**src/rtl/adc_seq_pkg.sv**
```systemverilog
package adc_seq_pkg;

   typedef enum logic [1:0] {
      SEQ_IDLE    = 2'd0,
      SEQ_CONVERT = 2'd1,
      SEQ_RECOVER = 2'd2
   } seq_state_t;

   function automatic int cnt_width(input int max_count);
      return (max_count > 1) ? $clog2(max_count) : 1;
   endfunction

endpackage

```
**src/rtl/adc_rate_timer.sv**
```systemverilog
module adc_rate_timer #(
   parameter int PERIOD_CYC = 333
) (
   input  logic clk,
   input  logic rst,
   output logic tick_o
);
   localparam int TW = adc_seq_pkg::cnt_width(PERIOD_CYC);
   localparam logic [TW-1:0] LAST = TW'(PERIOD_CYC - 1);

   logic [TW-1:0] count_q;

   always_ff @(posedge clk) begin
      if (rst)
         count_q <= '0;
      else if (count_q == LAST)
         count_q <= '0;
      else
         count_q <= count_q + 1'b1;
   end

   assign tick_o = (count_q == LAST);

endmodule

```
**src/rtl/adc_bus_sync.sv**
```systemverilog
module adc_bus_sync #(
   parameter int DATA_W = 12,
   parameter int STAGES = 2
) (
   input  logic              clk,
   input  logic              rst,
   input  logic [DATA_W-1:0] d_i,
   output logic [DATA_W-1:0] q_o
);
   logic [DATA_W-1:0] stage_q [STAGES];

   generate
      for (genvar s = 0; s < STAGES; s++) begin : g_stage
         if (s == 0) begin : g_first
            always_ff @(posedge clk) begin
               if (rst) stage_q[0] <= '0;
               else     stage_q[0] <= d_i;
            end
         end else begin : g_next
            always_ff @(posedge clk) begin
               if (rst) stage_q[s] <= '0;
               else     stage_q[s] <= stage_q[s-1];
            end
         end
      end
   endgenerate

   assign q_o = stage_q[STAGES-1];

endmodule

```
**src/rtl/adc_strobe_fsm.sv**
```systemverilog
module adc_strobe_fsm
   import adc_seq_pkg::*;
#(
   parameter int DATA_W    = 12,
   parameter int LOW_CYC   = 274,
   parameter int RECOV_CYC = 20
) (
   input  logic              clk,
   input  logic              rst,
   input  logic              enable,
   input  logic              tick,
   input  logic [DATA_W-1:0] bus_sync,
   output logic              strobe_n,
   output logic [DATA_W-1:0] sample_o,
   output logic              sample_vld
);
   localparam int CMAX = (LOW_CYC > RECOV_CYC) ? LOW_CYC : RECOV_CYC;
   localparam int CW   = cnt_width(CMAX + 1);
   localparam logic [CW-1:0] LOW_LAST   = CW'(LOW_CYC - 1);
   localparam logic [CW-1:0] RECOV_LAST = CW'(RECOV_CYC - 1);

   seq_state_t state_q;
   logic [CW-1:0] cnt_q;
   logic pending_q;
   logic start;

   assign start = (state_q == SEQ_IDLE) && pending_q && enable;

   always_ff @(posedge clk) begin
      if (rst) begin
         state_q    <= SEQ_IDLE;
         cnt_q      <= '0;
         pending_q  <= 1'b0;
         strobe_n   <= 1'b1;
         sample_o   <= '0;
         sample_vld <= 1'b0;
      end else begin
         sample_vld <= 1'b0;
         pending_q  <= enable && ((pending_q && !start) || tick);
         case (state_q)
            SEQ_IDLE: begin
               if (start) begin
                  state_q  <= SEQ_CONVERT;
                  cnt_q    <= '0;
                  strobe_n <= 1'b0;
               end
            end
            SEQ_CONVERT: begin
               if (cnt_q == LOW_LAST) begin
                  state_q    <= SEQ_RECOVER;
                  cnt_q      <= '0;
                  strobe_n   <= 1'b1;
                  sample_o   <= bus_sync;
                  sample_vld <= 1'b1;
               end else begin
                  cnt_q <= cnt_q + 1'b1;
               end
            end
            SEQ_RECOVER: begin
               if (cnt_q == RECOV_LAST) begin
                  state_q <= SEQ_IDLE;
                  cnt_q   <= '0;
               end else begin
                  cnt_q <= cnt_q + 1'b1;
               end
            end
            default: begin
               state_q  <= SEQ_IDLE;
               cnt_q    <= '0;
               strobe_n <= 1'b1;
            end
         endcase
      end
   end

endmodule

```
**src/rtl/adc_strobe_seq.sv**
```systemverilog
module adc_strobe_seq #(
   parameter int DATA_W      = 12,
   parameter int SYNC_STAGES = 2,
   parameter int CONV_CYC    = 270,
   parameter int SETTLE_CYC  = 4,
   parameter int RECOV_CYC   = 20,
   parameter int PERIOD_CYC  = 333
) (
   input  logic              clk,
   input  logic              rst,
   input  logic              enable,
   input  logic [DATA_W-1:0] adc_d,
   output logic              adc_cs_n,
   output logic              adc_rd_n,
   output logic [DATA_W-1:0] sample_o,
   output logic              sample_vld
);
   localparam int LOW_CYC = CONV_CYC + SETTLE_CYC;

   generate
      if (DATA_W < 1) begin : g_bad_width
         $error("DATA_W must be at least 1");
      end
      if (SYNC_STAGES < 2) begin : g_bad_sync
         $error("SYNC_STAGES must be at least 2");
      end
      if (SETTLE_CYC < SYNC_STAGES + 1) begin : g_bad_settle
         $error("SETTLE_CYC must exceed SYNC_STAGES");
      end
      if (CONV_CYC < 1 || RECOV_CYC < 1) begin : g_bad_timing
         $error("CONV_CYC and RECOV_CYC must be at least 1");
      end
      if (PERIOD_CYC < 2) begin : g_bad_period
         $error("PERIOD_CYC must be at least 2");
      end
   endgenerate

   logic tick;
   logic [DATA_W-1:0] bus_sync;
   logic strobe_n;

   adc_rate_timer #(
      .PERIOD_CYC(PERIOD_CYC)
   ) i_timer (
      .clk   (clk),
      .rst   (rst),
      .tick_o(tick)
   );

   adc_bus_sync #(
      .DATA_W(DATA_W),
      .STAGES(SYNC_STAGES)
   ) i_sync (
      .clk(clk),
      .rst(rst),
      .d_i(adc_d),
      .q_o(bus_sync)
   );

   adc_strobe_fsm #(
      .DATA_W   (DATA_W),
      .LOW_CYC  (LOW_CYC),
      .RECOV_CYC(RECOV_CYC)
   ) i_fsm (
      .clk       (clk),
      .rst       (rst),
      .enable    (enable),
      .tick      (tick),
      .bus_sync  (bus_sync),
      .strobe_n  (strobe_n),
      .sample_o  (sample_o),
      .sample_vld(sample_vld)
   );

   assign adc_cs_n = strobe_n;
   assign adc_rd_n = strobe_n;

endmodule

```
**config.mk**
```make
export PLATFORM = sky130hd
export DESIGN_NAME = adc_strobe_seq
export DESIGN_NICKNAME = d
export VERILOG_FILES = /design/src/rtl/adc_seq_pkg.sv /design/src/rtl/adc_rate_timer.sv /design/src/rtl/adc_bus_sync.sv /design/src/rtl/adc_strobe_fsm.sv /design/src/rtl/adc_strobe_seq.sv
export SDC_FILE = /design/constraint.sdc
export NUM_CORES = 1
export LEC_CHECK = 0
export ABC_CLOCK_PERIOD_IN_PS = 2800
export BUFFER_PORTS_ARGS = -buffer_cell sky130_fd_sc_hd__clkbuf_2
export CAP_MARGIN = 0
export CORE_MARGIN = 2
export CORE_UTILIZATION = 55
export CTS_CLUSTER_DIAMETER = 80
export DETAILED_ROUTE_END_ITERATION = 12
export GPL_ROUTABILITY_DRIVEN = 0
export GPL_TIMING_DRIVEN = 0
export PLACE_DENSITY = 0.77
export SLEW_MARGIN = 30
export SYNTH_ARGS = -nofsm -noshare
export SYNTH_HDL_FRONTEND = slang
export SYNTH_SLANG_ARGS = --single-unit
```
**constraint.sdc**
```tcl
create_clock -name clk -period 2.8 [get_ports clk]
set_input_delay 0.56 -clock clk [delete_from_list [all_inputs] [get_ports clk]]
set_output_delay 0.56 -clock clk [all_outputs]
set_load 0.01 [all_outputs]
```
# Word-level counts from Yosys, hierarchy flattened
# Memory sizes are Yosys's and may differ from the RTL's. A register that Yosys moved wholly into a read port is not among the register bits.
# Cells that the tools add are included.
# word_totals
regBits,23
ram_bits,24
in_bits,15
output_inout_bits,15
n_memories,1
# op_classes
add_sub_neg,2
eq_ne,8
n_mux,17
n_bitwise,4
reduce_logical,12
# mem_list
name,depth,width,read_ports,rd_clocked_by_memory_dff,wr,line_no,text
i_sync.stage_q,2,12,2,1,2,adc_bus_sync.sv:10,logic [DATA_W-1:0] stage_q [STAGES];
# op_table
cell,count
2-to-1 mux 9 bit,3
case mux 9 bit (3 select lines),1
2-to-1 mux 12 bit,2
adder 9 x 1 -> 9 bit (second input constant),2
equality test 9 bit (second input constant),2
equality test 9 x 5 -> 1 bit (second input constant),1
2-to-1 mux 1 bit,6
2-to-1 mux 2 bit,3
!= test 2 x 1 -> 1 bit (second input constant),3
case mux 2 bit (3 select lines),1
AND reduction 3 bit,2
logical AND 1 bit,4
OR reduction 2 bit,2
case mux 1 bit (3 select lines),1
equality test 2 x 1 -> 1 bit (second input constant),1
equality test 2 bit (second input constant),1
zero test 2 bit,1
NOT 1 bit,2
bitwise OR 1 bit,2
AND reduction 2 bit,1
zero test 1 bit,1
logical OR 1 bit,1

# Depth between registers and ports, before layout
# Gate-level depths: netlist of the first run.
# logic_depth
word_depth,7
ltp_mapped,7
ltp_nobuf,6

# By module
# From an unflattened synthesis of the first run, not the netlist that was laid out.
# unflattened
cells_unflattened,230
area_unflattened_um2,2371.0
# by_module_without_submodules
module,instances,cells_each,area_per_inst_um2,seq_area_each_um2
adc_strobe_fsm,1,128,1241.2,520.5
adc_bus_sync,1,50,693.2,480.5
adc_rate_timer,1,51,429.2,180.2
adc_strobe_seq,1,1,7.5,0.0

# Worst setup path after synthesis of the first run
# Ideal clock, no wire load.
# synth_timing
path_kind,flip-flop to flip-flop
from,register i_fsm.state_q[0]
to,register i_fsm.cnt_q[0]
setup_ns,0.132
arrival_ns,1.536
required_time_ns,2.668
slack_ns,1.132
stages_incl_launch_ff,8
path_buffers,1
period_less_slack_ns,1.668
path_cell_list,dfxtp_1 inv_1 ha_1 a21boi_1 clkbuf_1 nor2_1 o211ai_1 a21oi_1
# synth_between
elab_chain_cells,4
# synth_rtl
element,line_no,text
start: declaration,adc_strobe_fsm.sv:22,seq_state_t state_q;
start signal: assignment,adc_strobe_fsm.sv:31,state_q <= SEQ_IDLE;
start signal: assignment,adc_strobe_fsm.sv:43,state_q <= SEQ_CONVERT;
start signal: assignment,adc_strobe_fsm.sv:50,state_q <= SEQ_RECOVER;
zero test 2 bit,"adc_strobe_fsm.sv:27, adc_strobe_fsm.sv:40",
logical AND 1 bit (2 in series),adc_strobe_fsm.sv:27,assign start = (state_q == SEQ_IDLE) && pending_q && enable;
!= test 2 x 1 -> 1 bit (no line),-,
end signal: assignment,adc_strobe_fsm.sv:56,cnt_q <= cnt_q + 1'b1;
end signal: assignment,adc_strobe_fsm.sv:64,cnt_q <= cnt_q + 1'b1;
end: declaration,adc_strobe_fsm.sv:23,logic [CW-1:0] cnt_q;
# Several ways; a longest one is shown, not always the timed one.
# A chain may end at the register's enable or synchronous reset.

# Worst setup path in the final report of the first run
# layout_timing
from,register i_fsm.state_q[0]
to,register i_fsm.cnt_q[1]
# Same word-level chain as after synthesis.

==> results of run 1 <==
[state kept, by name, indices dropped and copies added, names as in the netlist]
name              count
i_fsm.state_q         2
i_fsm.sample_o       12
i_fsm.pending_q       1
i_fsm.strobe_n        1
i_fsm.sample_vld      1
i_fsm.cnt_q           9
i_timer.count_q       9
i_sync.stage_q       24
[synthesized netlist by cell type (2+ instances only)]
| master | count |
|---|---|
| xor2_1 | 6 |
| or2_2 | 2 |
| nand2_1 | 14 |
| or3_1 | 3 |
| a21oi_1 | 4 |
| nor4_1 | 4 |
| o221ai_1 | 2 |
| nand4_1 | 4 |
| o2111ai_1 | 7 |
| inv_1 | 8 |
| ha_1 | 8 |
| mux2i_1 | 13 |
| nor2_1 | 25 |
| nand3_1 | 6 |
| a31oi_1 | 4 |
| a21boi_1 | 2 |
| nor2b_1 | 24 |
| dfxtp_1 | 59 |
| o211ai_1 | 4 |
| nand2b_1 | 5 |
| nor3_1 | 5 |
| nor4b_1 | 2 |
| buf_2 | 3 |
| nor3b_1 | 2 |
| clkbuf_1 | 9 |
[worst paths after layout]
kind | startpoint | to | slack (ns) | cells past startpoint
worst max-delay path | i_fsm.state_q[0] | i_fsm.cnt_q[1] | 0.69 | 7
worst min-delay path | i_sync.stage_q[0][1] | i_sync.stage_q[1][1] | 0.43 | 1
worst max register to register | i_fsm.state_q[0] | i_fsm.cnt_q[1] | 0.69 | 7
worst min register to register | i_sync.stage_q[0][1] | i_sync.stage_q[1][1] | 0.43 | 1
[through the flow]
stage	std cells	hold slack (ns)	instance area, µm²	power, W
detailed placement	318	0.4204	2551	0.001052
global route	334	0.4277	2815	0.002141
floorplan	239	0.4138	2344	0.001003
finish	334	0.4273	2815	0.002067
global placement	318	0.4167	2551	0.001048
CTS	334	0.4185	2815	0.002080
[layout make-up]
cell class                 count  share of cell area, %
multi-input combinational    159                  38.22
clock buffer                  10                  4.533
timing repair buffer          29                  5.156
clock inverter                 6                  4.844
buffer                        13                  2.000
inverter                       8                  1.067
sequential                    59                  41.96
tap                           50                  2.222
[per-layer routing]
metal / wire length, µm / up-vias / GRT usage, %
met3: 145 / 11 / 6.395
met4: 140 / 0 / 11.98
li1: - / 909 / -
met5: 0 / - / 0
met1: 2019 / 841 / 22.48
met2: 2169 / 30 / 32.80
[cells by family after synthesis]
group                      synth area share (%)
AOI/OAI and AO/OA                         9.290
DFF                                       50.40
and+or+nand+nor                           24.19
adders and majority gates                 4.271
buffers and inverters                     3.684
xor gates and xnor gates                  2.616
muxes                                     5.552
[power by group through the flow]
stage / sequential (W) / combinational, W / clock (W)
CTS: 0.000877 / 0.000157 / 0.00105
detailed placement: 0.000896 / 0.000156 / 0
global placement: 0.000895 / 0.000153 / 0
finish: 0.000877 / 0.000158 / 0.00103
global route: 0.000879 / 0.000176 / 0.00109
floorplan: 0.000895 / 0.000108 / 0
==> out/qor.csv, run 1 <==
metric,value,unit
status,finished clean,
port_buffers,29,
relSlewSlack,51.07,%
drive_gt1_share,18.66,%
area_growth,20.13,%
synth_area,2343,µm²
synthTopCellsByArea,"dfxtp_1 50%, nor2b_1 6.4%, mux2i_1 5.6%",
grt.overflow.total,0,
vdd.ir_drop.worst,465.4,µV
seqPwrFrac,42.5,%
cp-end-kind,flip-flop,
ant_nets,0,
post-place-ws,0.7287,ns
cts_hold_buf,0,
grt_pass1_vias,1672,
wl,4.475,mm
finalHoldViolCount,0,
worstSetupStartpointType,flip-flop,
fillers,327,
tns,0,ns
antenna_found_initial,0,
post-dp-hpwl,2.907,mm
synth_cells,239,
crit_arrival,2.31,ns
layout_common_cells,"59 x dfxtp_1, 29 x clkbuf_2, 25 x nor2_1",
synth-seq-cells,59,
internal_power,0.001609,W
worstPathBufferInverterCount,2,
via_per_inst,5.362,
critPathRequiredTime,3.00,ns
setup_viol,0,
cts_made_buffers,9,
power.clock.fraction,49.9,%
synth_top_cell_by_area,dfxtp_1,
core_region_area,4058,µm²
max_freq,472.8,MHz
dominantRegCellSynth,dfxtp_1,
first_iter_violations,121,
async_reset_ff_share,0,%
insertion_delay,0.34,ns
leakage,1.177,nW
p_sw,0.0004573,W
period_minus_slack,2.115,ns
cts_setup_buffers,0,
multi_input_area,1076,µm²
power_frac_comb,7.7,%
critPathKind,flip-flop to flip-flop,
setup_slack,0.6850,ns
core.rowCount,23,
fp.dieH,69.28,µm
layout_worst_path_cycle_share,75.54,%
sw_frac_of_total,22.13,%
cts_resized,0,
routedWlPerCell,13.40,µm
vias,1791,
fp.dieW,69.28,µm
drc,0,
htreeDepth,3,
cp_top_family,compound AO/OA/AOI/OAI gates,
grt_pass1_wl,7.458,mm
finish.utilization,69.38,%
slew_viol_final,0,
ys_seq_area_share,50.40,%
cts_tree,yes,
crit_fanout,10,
cts_buffer_depth,2,
root_buffer,clkbuf_8,
worstMarginPinSlew,0.7323,ns
grt.total_usage,19.94,%
yosysTopAreaCellShare,50.40,%
cp_cell_sequence,inv_1 > ha_1 > a21boi_1 > clkbuf_1 > nor2_1 > o211ai_1 > a21oi_1,
fin_nets,302,
die-area,4799,µm²
cap_violations,0,
rsz0062_at_grt,no,
hp-class,flip-flop to flip-flop,
synth_cell_type_count,39,
io_pins,30,
avgSynthCellArea,9.805,µm²
path_clk_slew,0.07,ns
synth_edf_count,0,
synth_warnings,0,
diodes,0,
skew,0.007420,ns
firstDrtPassIters,5,
crit_slowest_cell,a21boi_1,
register_area,1181,µm²
start_util,57.76,%
grt_max_degree,12,
cts_num_sinks,59,
syn-num-nets,262,
critPathMaxStageDelay,0.63,ns
power.density,734.1,nW/µm²
layout_commonest_cell,dfxtp_1,
Power figures use the tool's default switching activity.
==> run 2: changes to the inputs <==
- ABC_CLOCK_PERIOD_IN_PS: 2800 -> 1800
- CORE_UTILIZATION: 55 -> 51
- PLACE_DENSITY: 0.77 -> 0.75
- clock period: 2.8 -> 1.8 ns (I/O delays scaled with it)
==> out/qor.csv, run 2 (same netlist as run 1, synthesis figures left out) <==
metric,value,unit,change
cp-end-kind,flip-flop,,unchanged
cts_tree,yes,,unchanged
cp_cell_sequence,nor4bb_4 > buf_4 > a21boi_2 > or4_1 > o31ai_1,,was inv_1 > ha_1 > a21boi_1 > clkbuf_1 > nor2_1 > o211ai_1 > a21oi_1
relSlewSlack,66.80,%,was 51.07%
cts_hold_buf,0,,unchanged
worst_r2r_path_depth,5,,was 7
worstMarginPinSlew,0.4980,ns,was 0.7323 ns
die-area,5153,µm²,was 4799 µm²
skew,0.007743,ns,was 0.007420 ns
via_per_inst,5.315,,was 5.362
cts_buffer_depth,2,,unchanged
holdPathEnd,i_sync.stage_q[0][1],,was i_sync.stage_q[1][1]
reg2reg_to,i_fsm.state_q[0],,was i_fsm.cnt_q[1]
fillers,347,,was 327
crit_arrival,1.97,ns,was 2.31 ns
leakage,1.198,nW,was 1.177 nW
grt_max_degree,11,,was 12
first_iter_violations,152,,was 121
wl,4.522,mm,was 4.475 mm
max_freq,580.5,MHz,was 472.8 MHz
drive_gt1_share,23.02,%,was 18.66%
grt_pass1_vias,1688,,"was 1,672"
drc,0,,unchanged
r2r_setup_slack,0.08,ns,was 0.69 ns
largest_reg_flops,24,,unchanged
fin_nets,309,,was 302
status,finished clean,,unchanged
insertion_delay,0.34,ns,about the same
dp_cells,320,,was 318
antenna_found_initial,0,,unchanged
layout_worst_path_cycle_share,95.70,%,was 75.54%
grt.overflow.total,0,,unchanged
path_clk_slew,0.07,ns,about the same
ant_nets,0,,unchanged
cts_num_sinks,59,,unchanged
fin_cells,343,,was 334
layout_commonest_cell,dfxtp_1,,unchanged
slew_viol_final,0,,unchanged
worstSetupStartpointType,flip-flop,,unchanged
grt.total_usage,19.12,%,was 19.94%
reg2reg_from,i_fsm.cnt_q[8],,was i_fsm.state_q[0]
fp.dieW,71.79,µm,was 69.28 µm
top_register,i_sync.stage_q,,unchanged
crit_slowest_cell,or4_1,,was a21boi_1
critPathKind,flip-flop to flip-flop,,unchanged
grt_pass1_wl,7.521,mm,was 7.458 mm
hp-class,input pin to flip-flop,,was flip-flop to flip-flop
start_util,53.45,%,was 57.76%
firstDrtPassIters,4,,was 5
hold_depth,2,,was 1
area_growth,22.32,%,was 20.13%
port_buffers,29,,unchanged
cts_made_buffers,9,,unchanged
register_area,1186,µm²,was 1181 µm²
critPathMaxStageDelay,0.50,ns,was 0.63 ns
io_pins,30,,unchanged
fp.dieH,71.79,µm,was 69.28 µm
root_buffer,clkbuf_8,,unchanged
vdd.ir_drop.worst,792.7,µV,was 465.4 µV
hp-start,adc_d[1],,was i_sync.stage_q[0][1]
power.density,984.5,nW/µm²,was 734.1 nW/µm²
placedInstanceArea,2554,µm²,was 2551 µm²
tns,0,ns,unchanged
vias,1823,,"was 1,791"
setup_viol,0,,unchanged
period_minus_slack,1.723,ns,was 2.115 ns
final_area,2867,µm²,was 2815 µm²
multi_input_area,1130,µm²,was 1076 µm²
htreeDepth,3,,unchanged
routedWlPerCell,13.18,µm,was 13.40 µm
critPathRequiredTime,2.05,ns,was 3.00 ns
layout_common_cells,"57 x dfxtp_1, 30 x clkbuf_2, 25 x nor2_1",,"was 59 x dfxtp_1, 29 x clkbuf_2, 25 x nor2_1"
post-dp-hpwl,2.888,mm,was 2.907 mm
core_region_area,4384,µm²,was 4058 µm²
cap_violations,0,,unchanged
top_regs,"i_sync.stage_q x24, i_fsm.sample_o x12",,unchanged
startpoint,i_fsm.cnt_q[8],,was i_fsm.state_q[0]
core.rowCount,24,,was 23
finalHoldViolCount,0,,unchanged
crit_fanout,5,,was 10
diodes,0,,unchanged
finish.utilization,65.38,%,was 69.38%
run 2: cell type report:
cell class / count / share of cell area [%]
Buffer: 13 / 2.444
Clock buffer: 12 / 5.063
Clock inverter: 4 / 1.746
Inverter: 8 / 1.048
Multi-Input combinational cell: 160 / 39.41
Sequential cell: 59 / 41.38
Tap cell: 52 / 2.270
Timing Repair Buffer: 35 / 6.635
run 2: worst max-delay path by stage:
stage	endpoint	depth (start not counted)
2_1_floorplan	i_fsm.cnt_q[0]	7
3_3_place_gp	i_fsm.cnt_q[1]	7
3_5_place_dp	i_fsm.cnt_q[0]	7
4_1_cts	i_fsm.state_q[0]	5
5_1_grt	i_fsm.cnt_q[5]	7
6_report	i_fsm.state_q[0]	5
run 2: critical path: cells and delay by family, from the launching register on:
kind	cells	cell delay (ns)
buf+inv	1	0.18
compound gates	2	0.17
simple gates	2	0.82
flops	1	0.45
run 2: where the power goes:
group	internal [W]	switching, W
combinational	0.000125	0.000161
sequential	0.00134	0.0000180
clock	0.000675	0.000499
run 2: through the flow:
step	setup WS (ns)	hold WS [ns]	total power, W
floorplan	0.1323	0.4138	0.001560
global placement	-0.2308	0.4176	0.001628
detailed placement	-0.2957	0.4204	0.001632
CTS	0.03113	0.2180	0.002813
global route	-0.006884	0.2362	0.002922
finish	0.07735	0.2283	0.002822
run 2: what timing repair did:
action / 4_1_cts / 5_1_grt
setup buffers: 0 / 7
gates cloned: 0 / 1
gates resized for setup: 7 / 13
endpoints found under the hold margin: 0 / 0
pin swaps: 1 / 3
setup endpoints to repair: 20 / 21
run 2: per-layer routing:
metal  track usage [%]  up-vias  wire length [µm]  share of wire (%)
met5                 0        -                 0                  0
met4             11.74        0               122                2.7
met3             5.063       12               242                5.4
met2             31.89       55              2253                 50
met1             21.79      834              1904                 42
li1                  -      922                 -                  -
==> run 3: changes to the inputs <==
- BUFFER_PORTS_ARGS: -buffer_cell sky130_fd_sc_hd__clkbuf_2 -> -buffer_cell sky130_fd_sc_hd__buf_2
==> out/qor.csv, run 3 (same netlist as run 1, synthesis figures left out) <==
metric,value,unit,change
ant_nets,0,,unchanged
status,finished clean,,unchanged
vias,1771,,"was 1,823"
htreeDepth,3,,unchanged
leakage,1.187,nW,was 1.198 nW
start_util,53.45,%,unchanged
layout_commonest_cell,dfxtp_1,,unchanged
port_buffers,29,,unchanged
finalHoldViolCount,0,,unchanged
relSlewSlack,66.45,%,was 66.80%
top_regs,"i_sync.stage_q x24, i_fsm.sample_o x12",,unchanged
first_iter_violations,102,,was 152
hp-class,input pin to flip-flop,,unchanged
slew_viol_final,0,,unchanged
area_growth,20.98,%,was 22.32%
wl,4.356,mm,was 4.522 mm
drc,0,,unchanged
critPathKind,flip-flop to flip-flop,,unchanged
fp.dieH,71.79,µm,unchanged
io_pins,30,,unchanged
grt_pass1_wl,7.210,mm,was 7.521 mm
skew,0.006575,ns,was 0.007743 ns
layout_worst_path_cycle_share,95.15,%,was 95.70%
period_minus_slack,1.713,ns,was 1.723 ns
path_clk_slew,0.06,ns,was 0.07 ns
finish.utilization,64.67,%,was 65.38%
top_register,i_sync.stage_q,,unchanged
root_buffer,clkbuf_8,,unchanged
final_area,2835,µm²,was 2867 µm²
critPathRequiredTime,2.00,ns,was 2.05 ns
setup_viol,0,,unchanged
power.density,955.8,nW/µm²,was 984.5 nW/µm²
post-dp-hpwl,2.896,mm,was 2.888 mm
drive_gt1_share,23.10,%,was 23.02%
antenna_found_initial,0,,unchanged
cp-end-kind,flip-flop,,unchanged
crit_fanout,10,,was 5
dp_cells,320,,unchanged
largest_reg_flops,24,,unchanged
core_region_area,4384,µm²,unchanged
via_per_inst,5.178,,was 5.315
firstDrtPassIters,4,,unchanged
worstMarginPinSlew,0.5032,ns,was 0.4980 ns
cap_violations,0,,unchanged
fp.dieW,71.79,µm,unchanged
cts_made_buffers,9,,unchanged
cts_num_sinks,59,,unchanged
grt_max_degree,11,,unchanged
cts_tree,yes,,unchanged
insertion_delay,0.34,ns,about the same
routedWlPerCell,12.74,µm,was 13.18 µm
core.rowCount,24,,unchanged
fin_nets,308,,was 309
die-area,5153,µm²,unchanged
grt.total_usage,18.81,%,was 19.12%
vdd.ir_drop.worst,743.3,µV,was 792.7 µV
fin_cells,342,,was 343
crit_arrival,1.91,ns,was 1.97 ns
cts_buffer_depth,2,,unchanged
layout_common_cells,"57 x dfxtp_1, 29 x buf_2, 25 x nor2_1",,"was 57 x dfxtp_1, 30 x clkbuf_2, 25 x nor2_1"
grt_pass1_vias,1554,,"was 1,688"
worstSetupStartpointType,flip-flop,,unchanged
max_freq,583.9,MHz,was 580.5 MHz
hold_slack,0.2253,ns,was 0.2283 ns
diodes,0,,unchanged
grt.overflow.total,0,,unchanged
placedInstanceArea,2554,µm²,unchanged
-- run 3: critical path: stages, from the launching register on --
cell and delay (ns):
dfxtp_1 0.37, nor4b_4 0.46, a21boi_2 0.18, clkbuf_4 0.23
o2111ai_1 0.18, o311ai_0 0.15
-- run 3: worst paths after layout --
path,start,to,slack (ns),cells past startpoint
hold reg to reg,i_sync.stage_q[0][5],i_sync.stage_q[1][5],0.44,1
setup reg to reg,i_fsm.cnt_q[7],i_fsm.cnt_q[5],0.09,5
setup / recovery,i_fsm.cnt_q[7],i_fsm.cnt_q[5],0.09,5
hold / removal,adc_d[1],i_sync.stage_q[0][1],0.23,2
-- run 3: final cells by class --
cell class	instances	area, µm²
multi-input cells	159	1121
clock buffers	12	155.1
clock inverters	4	25.02
fillers	337	1549
repair buffers	35	190.2
well taps	52	65.06
inverters	8	30.03
plain buffers	13	65.06
flip-flops and latches	59	1184
-- run 3: power by group --
group | leakage [nW] | internal [W] | switching [W]
Sequential | 0.482 | 0.00135 | 0.0000181
Clock | 0.0884 | 0.000569 | 0.000497
Combinational | 0.617 | 0.000122 | 0.000158
Total | 1.19 | 0.00204 | 0.000673
-- run 3: what timing repair did --
action / 4_1_cts / 5_1_grt
setup endpoints to repair: 21 / 21
hold buffers: 0 / 0
gates resized for setup: 7 / 9
hold endpoints to repair: 0 / 0
setup buffers: 0 / 6
pin swaps: 1 / 3
-- run 3: per-layer routing --
layer | global-route usage (%) | wire, µm | share of wire, %
met5 | 0 | 0 | 0
met1 | 22.64 | 1992 | 46
met3 | 9.001 | 227 | 5.2
met2 | 28.70 | 2042 | 47
met4 | 8.176 | 92 | 2.1
-- run 3: metrics by stage --
stage / setup TNS, ns / total power, W / setup WS [ns]
finish: 0 / 0.002710 / 0.08732
global route: -0.04157 / 0.002836 / -0.02279
CTS: 0 / 0.002708 / 0.01013
detailed placement: -2.809 / 0.001632 / -0.2753
global placement: -2.348 / 0.001627 / -0.2302
floorplan: 0 / 0.001560 / 0.1323
